===== src/rtl/alu8_pkg.sv =====
// Shared encodings for the accumulator ALU.
// Assumes the decoder presents these codes unchanged from the opcode byte.
package alu8_pkg;
    localparam int DATA_W = 8;

    typedef enum logic [2:0] {
        OP_ADD = 3'b000,
        OP_ADC = 3'b001,
        OP_SUB = 3'b010,
        OP_SBC = 3'b011,
        OP_AND = 3'b100,
        OP_XOR = 3'b101,
        OP_OR  = 3'b110,
        OP_CMP = 3'b111
    } alu_op_e;

    typedef enum logic [1:0] {
        UN_NONE = 2'b00,
        UN_INC  = 2'b01,
        UN_DEC  = 2'b10,
        UN_RSV  = 2'b11
    } unary_e;
endpackage


===== src/rtl/alu8_addsub.sv =====
// Shared adder/subtractor for all arithmetic paths.
// Subtraction is a + ~b + ~cin; carry and half outputs are returned as
// borrows when sub is high. Assumes W is even so the half point is W/2.
module alu8_addsub #(
    parameter int W = 8
) (
    input  logic [W-1:0] a_i,
    input  logic [W-1:0] b_i,
    input  logic         cin_i,
    input  logic         sub_i,
    output logic [W-1:0] sum_o,
    output logic         carry_o,
    output logic         half_o,
    output logic         ovf_o
);
    localparam int HALF = W / 2;

    logic [W-1:0] b_x;
    logic         c_x;
    logic [W:0]   full;

    // Condition the second operand and carry for add or subtract.
    always_comb begin
        b_x = sub_i ? ~b_i : b_i;
        c_x = sub_i ^ cin_i;
    end

    // Single wide sum; carry into the half point is recovered from sum bits.
    always_comb begin
        full    = {1'b0, a_i} + {1'b0, b_x} + {{W{1'b0}}, c_x};
        sum_o   = full[W-1:0];
        carry_o = full[W] ^ sub_i;
        half_o  = a_i[HALF] ^ b_x[HALF] ^ full[HALF] ^ sub_i;
        ovf_o   = (a_i[W-1] == b_x[W-1]) && (full[W-1] != a_i[W-1]);
    end
endmodule


===== src/rtl/alu8_logic.sv =====
// Bitwise unit: AND, XOR, OR selected by the low two bits of the opcode.
// Assumes the caller only uses the output for the logic opcodes.
module alu8_logic #(
    parameter int W = 8
) (
    input  logic [W-1:0] a_i,
    input  logic [W-1:0] b_i,
    input  logic [1:0]   fn_i,
    output logic [W-1:0] res_o,
    output logic         even_o
);
    logic [W-1:0] and_v, xor_v, or_v;

    // Per-bit gate columns.
    for (genvar i = 0; i < W; i++) begin : g_bit
        assign and_v[i] = a_i[i] & b_i[i];
        assign xor_v[i] = a_i[i] ^ b_i[i];
        assign or_v[i]  = a_i[i] | b_i[i];
    end

    // Select the function and compute even parity of the result.
    always_comb begin
        unique case (fn_i)
            2'b00:   res_o = and_v;
            2'b01:   res_o = xor_v;
            default: res_o = or_v;
        endcase
        even_o = ~^res_o;
    end
endmodule


===== src/rtl/alu8_flagmux.sv =====
// Picks the result byte and the per-class flag rules.
// Assumes exactly one of is_unary_i / is_logic_i / arithmetic is active.
module alu8_flagmux #(
    parameter int W = 8
) (
    input  logic         is_unary_i,
    input  logic         is_logic_i,
    input  logic         is_and_i,
    input  logic         carry_in_i,
    input  logic [W-1:0] arith_i,
    input  logic         arith_c_i,
    input  logic         arith_h_i,
    input  logic         arith_v_i,
    input  logic [W-1:0] logic_i,
    input  logic         logic_even_i,
    output logic [W-1:0] result_o,
    output logic         s_o,
    output logic         z_o,
    output logic         h_o,
    output logic         pv_o,
    output logic         c_o
);
    // Merge result and flags by operation class.
    always_comb begin
        result_o = is_logic_i ? logic_i : arith_i;
        s_o      = result_o[W-1];
        z_o      = (result_o == '0);
        if (is_logic_i) begin
            h_o  = is_and_i;
            pv_o = logic_even_i;
            c_o  = 1'b0;
        end else begin
            h_o  = arith_h_i;
            pv_o = arith_v_i;
            c_o  = is_unary_i ? carry_in_i : arith_c_i;
        end
    end
endmodule


===== src/rtl/alu8_core.sv =====
// Accumulator ALU top: routes operands to the shared adder or the bitwise
// unit, applies flag rules, and gates write-back on compare.
// Purely combinational; assumes the caller registers outputs.
module alu8_core
    import alu8_pkg::*;
#(
    parameter int W = DATA_W
) (
    input  logic [2:0]   op_sel,
    input  logic [1:0]   unary_sel,
    input  logic [W-1:0] acc_in,
    input  logic [W-1:0] opnd_in,
    input  logic         carry_in,
    output logic [W-1:0] result_o,
    output logic         flag_s_o,
    output logic         flag_z_o,
    output logic         flag_h_o,
    output logic         flag_pv_o,
    output logic         flag_c_o,
    output logic         wr_en_o
);
    localparam logic [W-1:0] INC_EDGE = {1'b0, {(W-1){1'b1}}};
    localparam logic [W-1:0] DEC_EDGE = {1'b1, {(W-1){1'b0}}};

    alu_op_e      op;
    unary_e       un;
    logic         is_un, is_dec, is_logic, is_cmp;
    logic [W-1:0] as_a, as_b;
    logic         as_cin, as_sub;
    logic [W-1:0] sum_w, lres_w;
    logic         sum_c, sum_h, sum_v, l_even;

    // Decode operation class.
    always_comb begin
        op       = alu_op_e'(op_sel);
        un       = unary_e'(unary_sel);
        is_un    = (un == UN_INC) || (un == UN_DEC);
        is_dec   = (un == UN_DEC);
        is_cmp   = !is_un && (op == OP_CMP);
        is_logic = !is_un && op_sel[2] && (op != OP_CMP);
    end

    // Route operands into the shared adder.
    always_comb begin
        if (is_un) begin
            as_a   = opnd_in;
            as_b   = '0;
            as_sub = is_dec;
            as_cin = 1'b1;
        end else begin
            as_a   = acc_in;
            as_b   = opnd_in;
            as_sub = (op == OP_SUB) || (op == OP_SBC) || (op == OP_CMP);
            as_cin = ((op == OP_ADC) || (op == OP_SBC)) ? carry_in : 1'b0;
        end
    end

    alu8_addsub #(.W(W)) addsub_i (
        .a_i(as_a), .b_i(as_b), .cin_i(as_cin), .sub_i(as_sub),
        .sum_o(sum_w), .carry_o(sum_c), .half_o(sum_h), .ovf_o(sum_v)
    );

    alu8_logic #(.W(W)) logic_i (
        .a_i(acc_in), .b_i(opnd_in), .fn_i(op_sel[1:0]),
        .res_o(lres_w), .even_o(l_even)
    );

    alu8_flagmux #(.W(W)) flagmux_i (
        .is_unary_i(is_un), .is_logic_i(is_logic), .is_and_i(op == OP_AND),
        .carry_in_i(carry_in),
        .arith_i(sum_w), .arith_c_i(sum_c), .arith_h_i(sum_h), .arith_v_i(sum_v),
        .logic_i(lres_w), .logic_even_i(l_even),
        .result_o(result_o), .s_o(flag_s_o), .z_o(flag_z_o), .h_o(flag_h_o),
        .pv_o(flag_pv_o), .c_o(flag_c_o)
    );

    // Write-back is suppressed only for compare.
    always_comb wr_en_o = !is_cmp;

    // Port-level guards on the flag rules.
    always_comb begin
        if (!is_un && op == OP_CMP)
            a_r8_cmp_no_write: assert (!wr_en_o);
        if (is_un)
            a_r10_unary_keeps_carry: assert (flag_c_o == carry_in);
        if (!is_un && op == OP_AND)
            a_r6_and_flags: assert (flag_h_o && !flag_c_o);
        if (!is_un && (op == OP_OR || op == OP_XOR))
            a_r6_orxor_flags: assert (!flag_h_o && !flag_c_o);
        if (un == UN_INC && flag_pv_o)
            a_r10_inc_edge: assert (opnd_in == INC_EDGE);
        if (un == UN_DEC && flag_pv_o)
            a_r10_dec_edge: assert (opnd_in == DEC_EDGE);
    end
endmodule


===== config.mk =====
export PLATFORM = sky130hd
export DESIGN_NAME = alu8_core
export DESIGN_NICKNAME = d
export VERILOG_FILES = /design/src/rtl/alu8_pkg.sv /design/src/rtl/alu8_addsub.sv /design/src/rtl/alu8_logic.sv /design/src/rtl/alu8_flagmux.sv /design/src/rtl/alu8_core.sv
export SDC_FILE = /design/constraint.sdc
export NUM_CORES = 1
export LEC_CHECK = 0
export BUFFER_PORTS_ARGS = -buffer_cell sky130_fd_sc_hd__buf_2
export CORE_ASPECT_RATIO = 0.7
export CORE_MARGIN = 2
export CORE_UTILIZATION = 45
export DETAILED_ROUTE_END_ITERATION = 6
export PLACE_DENSITY = 0.7
export SLEW_MARGIN = 0
export SYNTH_ARGS = -nofsm -noshare
export SYNTH_HDL_FRONTEND = slang
export SYNTH_SLANG_ARGS = --single-unit

===== constraint.sdc =====
create_clock -name vclk -period 4.3
set_input_delay 0.215 -clock vclk [all_inputs]
set_output_delay 0.215 -clock vclk [all_outputs]
set_load 0.005 [all_outputs]

* After elaboration in Yosys (flattened, before gate mapping) *
Cells that the tools add are included.
W data, S select, Z words.

storage, ports and cells
  output and inout bits = 14
  logic and storage cells = 68
  input bits = 22
  flip-flop bits (word level) = 0

operators by class
  equality and inequality tests = 11
  $add $sub $neg = 2
  mux-type cells = 12
  reductions and logical operators = 13
  bitwise gates (word level) = 30

operators with widths
  cell                  number
  $mux W8               4
  $pmux W8 S2           1
  $xor A1 B1 Y1         13
  $add A8 B8 Y9         1
  $add A9 B1 Y9         1
  $and A1 B1 Y1         8
  $logic_not A8 Y1      1
  $not A8 Y8            1
  $or A1 B1 Y1          8
  $reduce_xnor A8 Y1    1
  $mux W1               7
  $eq A3 B2 Y1 const B  2
  $eq A3 B3 Y1 const B  2
  $eq A2 B1 Y1 const B  2
  $logic_and A1 B1 Y1   4
  $logic_or A1 B1 Y1    4
  $eq A3 B1 Y1 const B  1
  $ne A3 B3 Y1 const B  1
  $eq A2 B2 Y1 const B  1
  $logic_not A1 Y1      2
  $logic_not A2 Y1      1
  $eq A1 B1 Y1          1
  $ne A1 B1 Y1          1

* Logic depth before layout (Yosys ltp) *
Gate-level depths: netlist of the first run.

  word-level depth = 10
  gate-level depth with buffers = 18
  mapped depth without buffers = 16

* Hierarchy *
From an unflattened synthesis of the first run, not the netlist that was laid out.

second synthesis, totals
  cell total of the unflattened synthesis = 159
  area total of the unflattened synthesis = 1373.8 µm²

by module, submodules not included
  module        area an instance (µm²)  instances  seq. area each (µm²)  cells an instance
  alu8_logic    500.5                   1          0.0                   57
  alu8_addsub   424.2                   1          0.0                   50
  alu8_core     251.5                   1          0.0                   30
  alu8_flagmux  197.7                   1          0.0                   22

* Worst setup path after synthesis of the first run *
Ideal clock, no wire load.

  path type = in2out
  from = in unary_sel[0]
  to = out flag_z_o
  setup slack = 619 ps
  stages = 16
  buffers on the path = 2
  required time = 4085 ps
  data arrival time = 3466 ps
  cells stage by stage = inv_1 ha_1 and3_4 buf_6 buf_2 a21oi_4 xnor2_1 a21oi_1 fa_1 a21o_1 a21oi_1 xor2_1 mux2i_1 or3_1 or3_1 nor4_2

on the way
  cells in the longest elaborated chain, start to end = 9
  elaborated cells on any way between the ends = 17
  classes of those cells = add/sub: 2; eq/ne: 2; mux: 6; bitwise: 2; reduce/logical: 5

ends and longest elaborated chain
  item                                          RTL line            RTL
  start: declaration                            alu8_core.sv:10     input logic [1:0] unary_sel,
  $eq A2 B1 Y1 or $eq A2 B2 Y1 (tied branches)  n/a
  $logic_or A1 B1 Y1                            alu8_core.sv:37     is_un = (un == UN_INC) || (un == UN_DEC);
  $mux W8                                       alu8_core.sv:45     if (is_un) begin
  $not A8 Y8                                    alu8_addsub.sv:24   b_x = sub_i ? ~b_i : b_i;
  $mux W8                                       alu8_addsub.sv:24
  $add A8 B8 Y9                                 alu8_addsub.sv:30   full = {1'b0, a_i} + {1'b0, b_x} + {{W{1'b0}}, c_x};
  $add A9 B1 Y9                                 alu8_addsub.sv:30
  $mux W8 (*)                                   alu8_flagmux.sv:25  result_o = is_logic_i ? logic_i : arith_i;
  via result_o[3]                               alu8_core.sv:14     output logic [W-1:0] result_o,
  $logic_not A8 Y1 (*)                          alu8_flagmux.sv:27  z_o = (result_o == '0);
  end: declaration                              alu8_core.sv:16     output logic flag_z_o,

Mark *: on every way through the listed nets, which the timed path passes. The rest lies on a longest branch.

* Worst setup path after layout of the first run *
  from = in op_sel[0]
  to = out flag_z_o

on the way
  cells in the longest elaborated chain, start to end = 9
  elaborated cells on any way between the ends = 21
  classes of those cells = add/sub: 2; eq/ne: 6; mux: 6; bitwise: 1; reduce/logical: 6

ends and longest elaborated chain
  item                             RTL line                          RTL
  start: declaration               alu8_core.sv:9                    input logic [2:0] op_sel,
  $eq A3 B2 Y1 (on tied branches)  alu8_core.sv:53, alu8_core.sv:54
  $logic_or A1 B1 Y1 (2 in a row)  alu8_core.sv:53                   as_sub = (op == OP_SUB) || (op == OP_SBC) || (op == OP_CMP);
  $mux W1                          alu8_core.sv:45
  $mux W8                          alu8_addsub.sv:24
  $add A8 B8 Y9                    alu8_addsub.sv:30
  $add A9 B1 Y9                    alu8_addsub.sv:30
  $mux W8 (*)                      alu8_flagmux.sv:25
  $logic_not A8 Y1 (*)             alu8_flagmux.sv:27

Mark *: on every way between the ends. The rest lies on a longest branch, timed or not.

==> results.json, run 1 <==
{
  "status": "completed",
  "fp-row-count": 16,
  "worst_pin_slew_ns": 0.616,
  "nFlopsAndLatches": 0,
  "io_pins": 36,
  "yosys_warnings": 0,
  "cp.required_ns": 4.09,
  "ir_drop_mv": 0.0863,
  "ctsResizeCount": 0,
  "arrival_ns": 3.63,
  "fin_nets": 272,
  "fmaxAchievable_mhz": 260,
  "synth_xor_xnor_area_share_pct": 14.2,
  "endpoint_kind": "output pin",
  "post-route-period-util_pct": 89.5,
  "start_util_pct": 48.0,
  "place_hpwl_mm": 2.48,
  "ant_nets": 0,
  "design.die.area_mm2": 0.00348,
  "whs_path_depth": 3,
  "antenna_found_initial": 0,
  "overflow": 0,
  "track_usage_pct": 17.1,
  "p_total_uw": 359,
  "crit_slowest_cell": "fa_1",
  "grt_first_pass_wirelength_mm": 5.02,
  "drc": 0,
  "maxCapViolCount": 0,
  "syn_nets": 242,
  "fill_cells": 284,
  "setup_tns_ns": 0,
  "synth_top_cell_by_area": "ha_1",
  "hp-class": "in2out",
  "syn_area_mm2": 0.00136,
  "synth_fa_ha_area_share_pct": 25.1,
  "syn_inst": 194,
  "cp_top_family": "simple AND/OR/NAND/NOR gates",
  "yosysSeqAreaShare_pct": 0,
  "min_from": "op_sel[2]",
  "core_mm2": 0.00282,
  "wl_per_cell_um": 11.7,
  "dr.pass1.iters": 4,
  "fp.dieW_um": 69.6,
  "routabilityCongestion": 0.853,
  "yosysUniqueCellTypes": 40,
  "wl_mm": 3.01,
  "power.density_mw_per_mm2": 234,
  "crit_chain": "buf_2 > nand2_1 > and3_4 > a21oi_4 > xnor2_1 > a21oi_1 > fa_1 > a21o_1 > a21oi_1 > xor2_1 > mux2i_1 > or3_1 > or3_1 > nor4_2 > buf_2",
  "muxShareOfSynthArea_pct": 6.27,
  "syn_avg_cell_area_um2": 6.99,
  "crit_buf_inv": 2,
  "cp.depth": 15,
  "viasPerCell": 5.17,
  "path_class": "in2out",
  "setup_viol": 0,
  "num_vias": 1334,
  "min_to": "wr_en_o",
  "post_cts_buffers": 0,
  "synthToLayoutAreaGrowth_pct": 13.0,
  "synth_area_leaders": "ha_1 (22%), xnor2_1 (11%), a21oi_1 (8.5%), inv_1 (6.4%), o21ai_0 (5.5%)",
  "die_y_um": 49.9,
  "io_buffer_count": 36,
  "p_leak_uw": 0.000772,
  "finish.utilization_pct": 54.3,
  "antennaDiodeCount": 0,
  "synth_top_area_share_pct": 22.1,
  "drt-initial-drc-count": 31,
  "min_period_ns": 3.85,
  "drive_above_1_share_pct": 22.5,
  "report.final.slew_viol_count": 0,
  "synth_compound_area_share_pct": 24.7,
  "cp-start-kind": "input port",
  "synth_top_family_by_area": "adder cells",
  "grt_max_degree": 33,
  "ff_latch_area_um2": 0,
  "synth_simple_gate_area_share_pct": 18.1,
  "hold_violations": 0,
  "max_stage_delay_ns": 0.48,
  "clkbuf_count": 0,
  "rsz0062_at_grt": "no",
  "postCtsHoldBufs": 0,
  "slew_headroom_pct": 58.8,
  "grt_pass1_vias": 1115,
  "cp_max_fo": 20
}
[worst max path at each step]
stage,from,endpoint
after floorplan,unary_sel[0],flag_z_o
after global placement,unary_sel[0],flag_z_o
after detailed placement,op_sel[0],flag_z_o
after CTS,op_sel[0],flag_z_o
after global routing,op_sel[0],flag_z_o
final,op_sel[0],flag_z_o
[cell usage in the layout, fill, tap and decap left out, types with 2 or more instances in the layout]
| cell type | Yosys | layout |
|---|---|---|
| xor2_1 | 5 | 5 |
| nor2_1 | 7 | 7 |
| buf_4 | 1 | 2 |
| mux2_4 | 3 | 3 |
| inv_1 | 23 | 23 |
| fa_1 | 2 | 2 |
| o21ai_2 | 2 | 2 |
| or3_1 | 2 | 2 |
| a21oi_1 | 23 | 23 |
| o21ai_1 | 3 | 3 |
| nand3_1 | 2 | 2 |
| mux2i_1 | 4 | 4 |
| a21o_1 | 2 | 2 |
| buf_2 | 3 | 36 |
| ha_1 | 24 | 24 |
| nor2b_1 | 6 | 6 |
| a211oi_1 | 7 | 7 |
| o21ai_0 | 15 | 15 |
| inv_2 | 2 | 2 |
| xnor2_1 | 17 | 17 |
| nand2_1 | 19 | 19 |
| nand4_1 | 2 | 2 |
[cell families (layout without fill, tap and decap cells)]
family | Yosys count | in the layout
fa+ha+maj | 26 | 26
buf+inv | 35 | 63
simple gates | 47 | 47
mux | 7 | 7
xor+xnor | 22 | 22
compound gates | 57 | 57
[power breakdown]
part           total, µW  internal, µW  leakage [µW]  switching [µW]
combinational        359           166      0.000772             192
sequential             0             0             0               0
clock                  0             0             0               0
total                359           166      0.000772             192
[per-stage QoR]
step	std cells	hold WS [ns]	area [µm²]	worst slack (ns)
after detailed placement	258	0.754	1530	0.439
final	258	0.753	1530	0.453
after floorplan	194	0.512	1360	0.619
after global routing	258	0.785	1530	0.137
after global placement	258	0.756	1530	0.535
after CTS	258	0.755	1530	0.433
[per-layer routing]
| layer | track usage, % | wire (µm) |
|---|---|---|
| met4 | 0 | 0 |
| met3 | 0.409 | 103 |
| met1 | 25.2 | 1610 |
| met2 | 29.8 | 1300 |
| met5 | 0 | 0 |
[synth_stat cells (2+ instances only)]
cell       n
a211oi_1   7
a21o_1     2
a21oi_1   23
buf_2      3
buf_6      2
clkbuf_1   2
fa_1       2
ha_1      24
inv_1     23
inv_2      2
mux2_4     3
mux2i_1    4
nand2_1   19
nand3_1    2
nand4_1    2
nor2_1     7
nor2b_1    6
o21ai_0   15
o21ai_1    3
o21ai_2    2
or3_1      2
xnor2_1   17
xor2_1     5
[cell type report]
type	count	area, µm²	area share (%)
Inverter	25	93.8	6.12
Timing Repair Buffer	38	195	12.7
Multi-Input combinational cell	159	1200	78.2
Tap cell	36	45.0	2.94
No activity file was read; power rests on OpenSTA's default activity.
==> run 2, diff against run 1 <==
- CORE_UTILIZATION: 45 -> 55
- PLACE_DENSITY: 0.7 -> 0.83
==> run 2 against run 1 <==
Effect of this change: first-iteration DRC count rose to 2.8 times the previous value; highest routed layer unchanged; setup slack improved by 0.063 ns; count of clock-buffer cells in the layout did not move; flip-flop and latch count did not move; combinational power rose by 2%; largest cell class unchanged.
==> results.json, run 2 (synthesized netlist as in run 1, its figures left out) <==
{
  "final_cell_mix": "buf_2 (36), ha_1 (24), a21oi_1 (23), inv_1 (23), nand2_1 (19)",
  "p_leak_uw": 0.000782,
  "ctsResizeCount": 0,
  "p_comb_share_pct": 100.0,
  "grt_max_degree": 23,
  "hp-class": "in2out",
  "drt-initial-drc-count": 86,
  "path_class": "in2out",
  "num_vias": 1356,
  "synthToLayoutAreaGrowth_pct": 13.9,
  "min_from": "op_sel[2]",
  "viasPerCell": 5.26,
  "fp-row-count": 15,
  "fmaxAchievable_mhz": 264,
  "seq_power_share_pct": 0,
  "worst_pin_slew_ns": 0.565,
  "core_mm2": 0.00240,
  "min_period_ns": 3.78,
  "track_usage_pct": 21.0,
  "clkbuf_count": 0,
  "wl_mm": 2.97,
  "antennaDiodeCount": 0,
  "power.density_mw_per_mm2": 237,
  "ir_drop_mv": 0.0752,
  "antenna_found_initial": 0,
  "nFlopsAndLatches": 0,
  "fin_nets": 274,
  "fill_cells": 235,
  "cp-start-kind": "input port",
  "clock_power_share_pct": 0,
  "overflow": 0,
  "start_util_pct": 56.5,
  "multi_input_area_mm2": 0.00120,
  "postCtsHoldBufs": 0,
  "endpoint_kind": "output pin",
  "setup_tns_ns": 0,
  "drc": 0,
  "arrival_ns": 3.57,
  "cp_max_fo": 22,
  "post_cts_buffers": 0,
  "final_common_cell": "buf_2",
  "report.final.slew_viol_count": 0,
  "io_buffer_count": 36,
  "wl_per_cell_um": 11.5,
  "slew_headroom_pct": 62.2,
  "whs_path_depth": 3,
  "routabilityCongestion": 0.930,
  "setup_viol": 0,
  "cp.required_ns": 4.09,
  "die_y_um": 45.5,
  "grt_pass1_vias": 1155,
  "drive_above_1_share_pct": 23.2,
  "post-route-period-util_pct": 88.0,
  "ant_nets": 0,
  "design.die.area_mm2": 0.00289,
  "io_pins": 36,
  "grt_first_pass_wirelength_mm": 5.03,
  "switching_power_uw": 197,
  "maxCapViolCount": 0,
  "dr.pass1.iters": 4,
  "status": "completed",
  "ff_latch_area_um2": 0,
  "swShare_pct": 53.9,
  "fp.dieW_um": 63.4,
  "place_hpwl_mm": 2.45,
  "finish.utilization_pct": 64.3,
  "min_to": "wr_en_o",
  "hold_violations": 0,
  "rsz0062_at_grt": "no",
  "p_total_uw": 366,
  "cell_internal_pwr_uw": 169
}
-- run 2: area by class of cell --
class / count / area share (%)
inverter: 25 / 6.07
multi-input combinational: 159 / 77.6
tap: 34 / 2.75
timing repair buffer: 40 / 13.6
-- run 2: how the worst max path moves through the flow --
| stage | from | to | slack (ns) | cells after the start |
|---|---|---|---|---|
| global route | op_sel[0] | flag_z_o | 0.31 | 15 |
| finish | unary_sel[0] | flag_z_o | 0.52 | 18 |
| CTS | unary_sel[0] | flag_z_o | 0.54 | 18 |
| floorplan | unary_sel[0] | flag_z_o | 0.62 | 16 |
| global placement | op_sel[0] | flag_z_o | 0.60 | 17 |
| detailed placement | unary_sel[0] | flag_z_o | 0.55 | 18 |
-- run 2: power by group through the flow --
| stage | Clock (µW) | Sequential [µW] | Combinational (µW) |
|---|---|---|---|
| floorplan | 0 | 0 | 265 |
| global placement | 0 | 0 | 356 |
| detailed placement | 0 | 0 | 364 |
| CTS | 0 | 0 | 366 |
| global route | 0 | 0 | 412 |
| finish | 0 | 0 | 366 |
-- run 2: layer usage --
layer  track usage, %  wire, µm  vias up  part of all wire, %
met3            0.990        98        0                  3.3
met2             37.5      1330       27                   45
li1                 -         -      723                    -
met1             29.8      1550      606                   52
met5                0         0        -                    0
met4            0.870         0        0                    0
-- run 2: metrics by stage --
stage	worst slack, ns	hold slack (ns)	std cells	area [µm²]
after global placement	0.599	0.748	258	1550
after floorplan	0.619	0.512	194	1360
after CTS	0.536	0.751	258	1550
final	0.516	0.752	258	1550
after global routing	0.310	0.769	258	1550
after detailed placement	0.550	0.751	258	1550
-- run 2: worst max-delay path, cell delays in order --
cell and delay [ns]:
buf_2 0.07, inv_1 0.03, ha_1 0.32, buf_4 0.22, a21oi_4 0.37, xnor2_1 0.11, a21oi_1 0.21, fa_1 0.22
inv_1 0.06, fa_1 0.40, nor2b_1 0.13, o21ai_1 0.08, a21boi_1 0.23, nor2_1 0.09, or4b_1 0.47, nand3_1 0.12
nor4_2 0.05, buf_2 0.13
==> run 3, diff against run 2 <==
- CORE_UTILIZATION: 55 -> 35
- PLACE_DENSITY: 0.83 -> default
==> run 3 against run 2 <==
Effect of this change: via count down 4.9%; die area up 52%; wire length up 2.8%; critical path type unchanged.
==> results.json, run 3 (synthesized netlist as in run 1, its figures left out) <==
{
  "grt_max_degree": 32,
  "p_leak_uw": 0.000782,
  "setup_viol": 0,
  "p_comb_share_pct": 100.0,
  "drt-initial-drc-count": 35,
  "drive_above_1_share_pct": 23.2,
  "ff_latch_area_um2": 0,
  "min_period_ns": 3.73,
  "slew_headroom_pct": 74.3,
  "dr.pass1.iters": 5,
  "maxCapViolCount": 0,
  "final_common_cell": "buf_2",
  "die_y_um": 56.1,
  "io_buffer_count": 36,
  "status": "completed",
  "cell_internal_pwr_uw": 169,
  "grt_first_pass_wirelength_mm": 5.24,
  "fp.dieW_um": 78.4,
  "arrival_ns": 3.52,
  "antenna_found_initial": 0,
  "switching_power_uw": 196,
  "clkbuf_count": 0,
  "hold_violations": 0,
  "nFlopsAndLatches": 0,
  "ant_nets": 0,
  "setup_slack_ns": 0.566,
  "place_hpwl_mm": 2.60,
  "rsz0062_at_grt": "no",
  "design.die.area_mm2": 0.00440,
  "cp.required_ns": 4.09,
  "cp-start-kind": "input port",
  "ctsResizeCount": 0,
  "path_class": "in2out",
  "synthToLayoutAreaGrowth_pct": 15.4,
  "postCtsHoldBufs": 0,
  "wl_mm": 3.06,
  "seq_power_share_pct": 0,
  "power.density_mw_per_mm2": 233,
  "start_util_pct": 37.4,
  "core_mm2": 0.00363,
  "antennaDiodeCount": 0,
  "num_vias": 1290,
  "grt_pass1_vias": 1105,
  "drc": 0,
  "fin_area_mm2": 0.00157,
  "report.final.slew_viol_count": 0,
  "clock_power_share_pct": 0,
  "dpl-instance-area_mm2": 0.00157,
  "worst_pin_slew_ns": 0.386,
  "fin_nets": 274,
  "hp-class": "in2out",
  "post_cts_buffers": 0,
  "fmaxAchievable_mhz": 268,
  "viasPerCell": 4.71,
  "setup_tns_ns": 0,
  "multi_input_area_mm2": 0.00120,
  "pre_cts_ws_ns": 0.549,
  "fill_cells": 396,
  "wl_per_cell_um": 11.1,
  "routabilityCongestion": 0.853,
  "final_cell_mix": "buf_2 (36), ha_1 (24), a21oi_1 (23), inv_1 (23), nand2_1 (19)",
  "ir_drop_mv": 0.0980,
  "endpoint_kind": "output pin",
  "track_usage_pct": 14.0,
  "cp_max_fo": 20,
  "post-route-period-util_pct": 86.8,
  "overflow": 0,
  "fp-row-count": 18,
  "swShare_pct": 53.7,
  "io_pins": 36
}
[run 3: cell counts in the layout (fill, tap and decap cells not counted)]
No cell type changed its count.
[run 3: power by group through the flow]
stage,registers (µW),logic [µW],clock network (µW)
after floorplan,0,265,0
after global placement,0,369,0
after detailed placement,0,368,0
after CTS,0,370,0
after global routing,0,413,0
final,0,365,0
[run 3: cell type report]
type               count  share of cell area (%)
well taps             50                    4.00
repair buffers        40                    13.4
multi-input cells    159                    76.6
inverters             25                    6.00
[run 3: final timing paths]
check	start	to	cells after the start
worst min-delay path	op_sel[2]	wr_en_o	3
worst max-delay path	op_sel[0]	flag_z_o	15
[run 3: routing by layer]
| layer | track usage [%] | up-vias | share of wire (%) |
|---|---|---|---|
| met4 | 0 | 0 | 0 |
| li1 | - | 719 | - |
| met3 | 0.162 | 0 | 3.7 |
| met2 | 21.8 | 27 | 43 |
| met5 | 0 | - | 0 |
| met1 | 22.7 | 544 | 54 |
[run 3: worst max-delay path, cell delays in order]
cell,delay (ns)
buf_2,0.33
nand2_1,0.14
and3_4,0.22
a21oi_4,0.31
xnor2_1,0.16
a21oi_1,0.10
fa_1,0.45
a21o_1,0.19
a21oi_1,0.18
xor2_1,0.16
mux2i_1,0.09
or3_1,0.36
or3_1,0.33
nor4_2,0.13
buf_2,0.15
[run 3: through the flow]
step	hold slack [ns]	instances	power (µW)	utilization (%)
4_1_cts	0.756	274	370	43.2
3_3_place_gp	0.753	274	369	43.2
6_report	0.753	274	365	43.2
5_1_grt	0.769	274	413	43.2
2_1_floorplan	0.512	194	265	-
3_5_place_dp	0.753	274	368	43.2
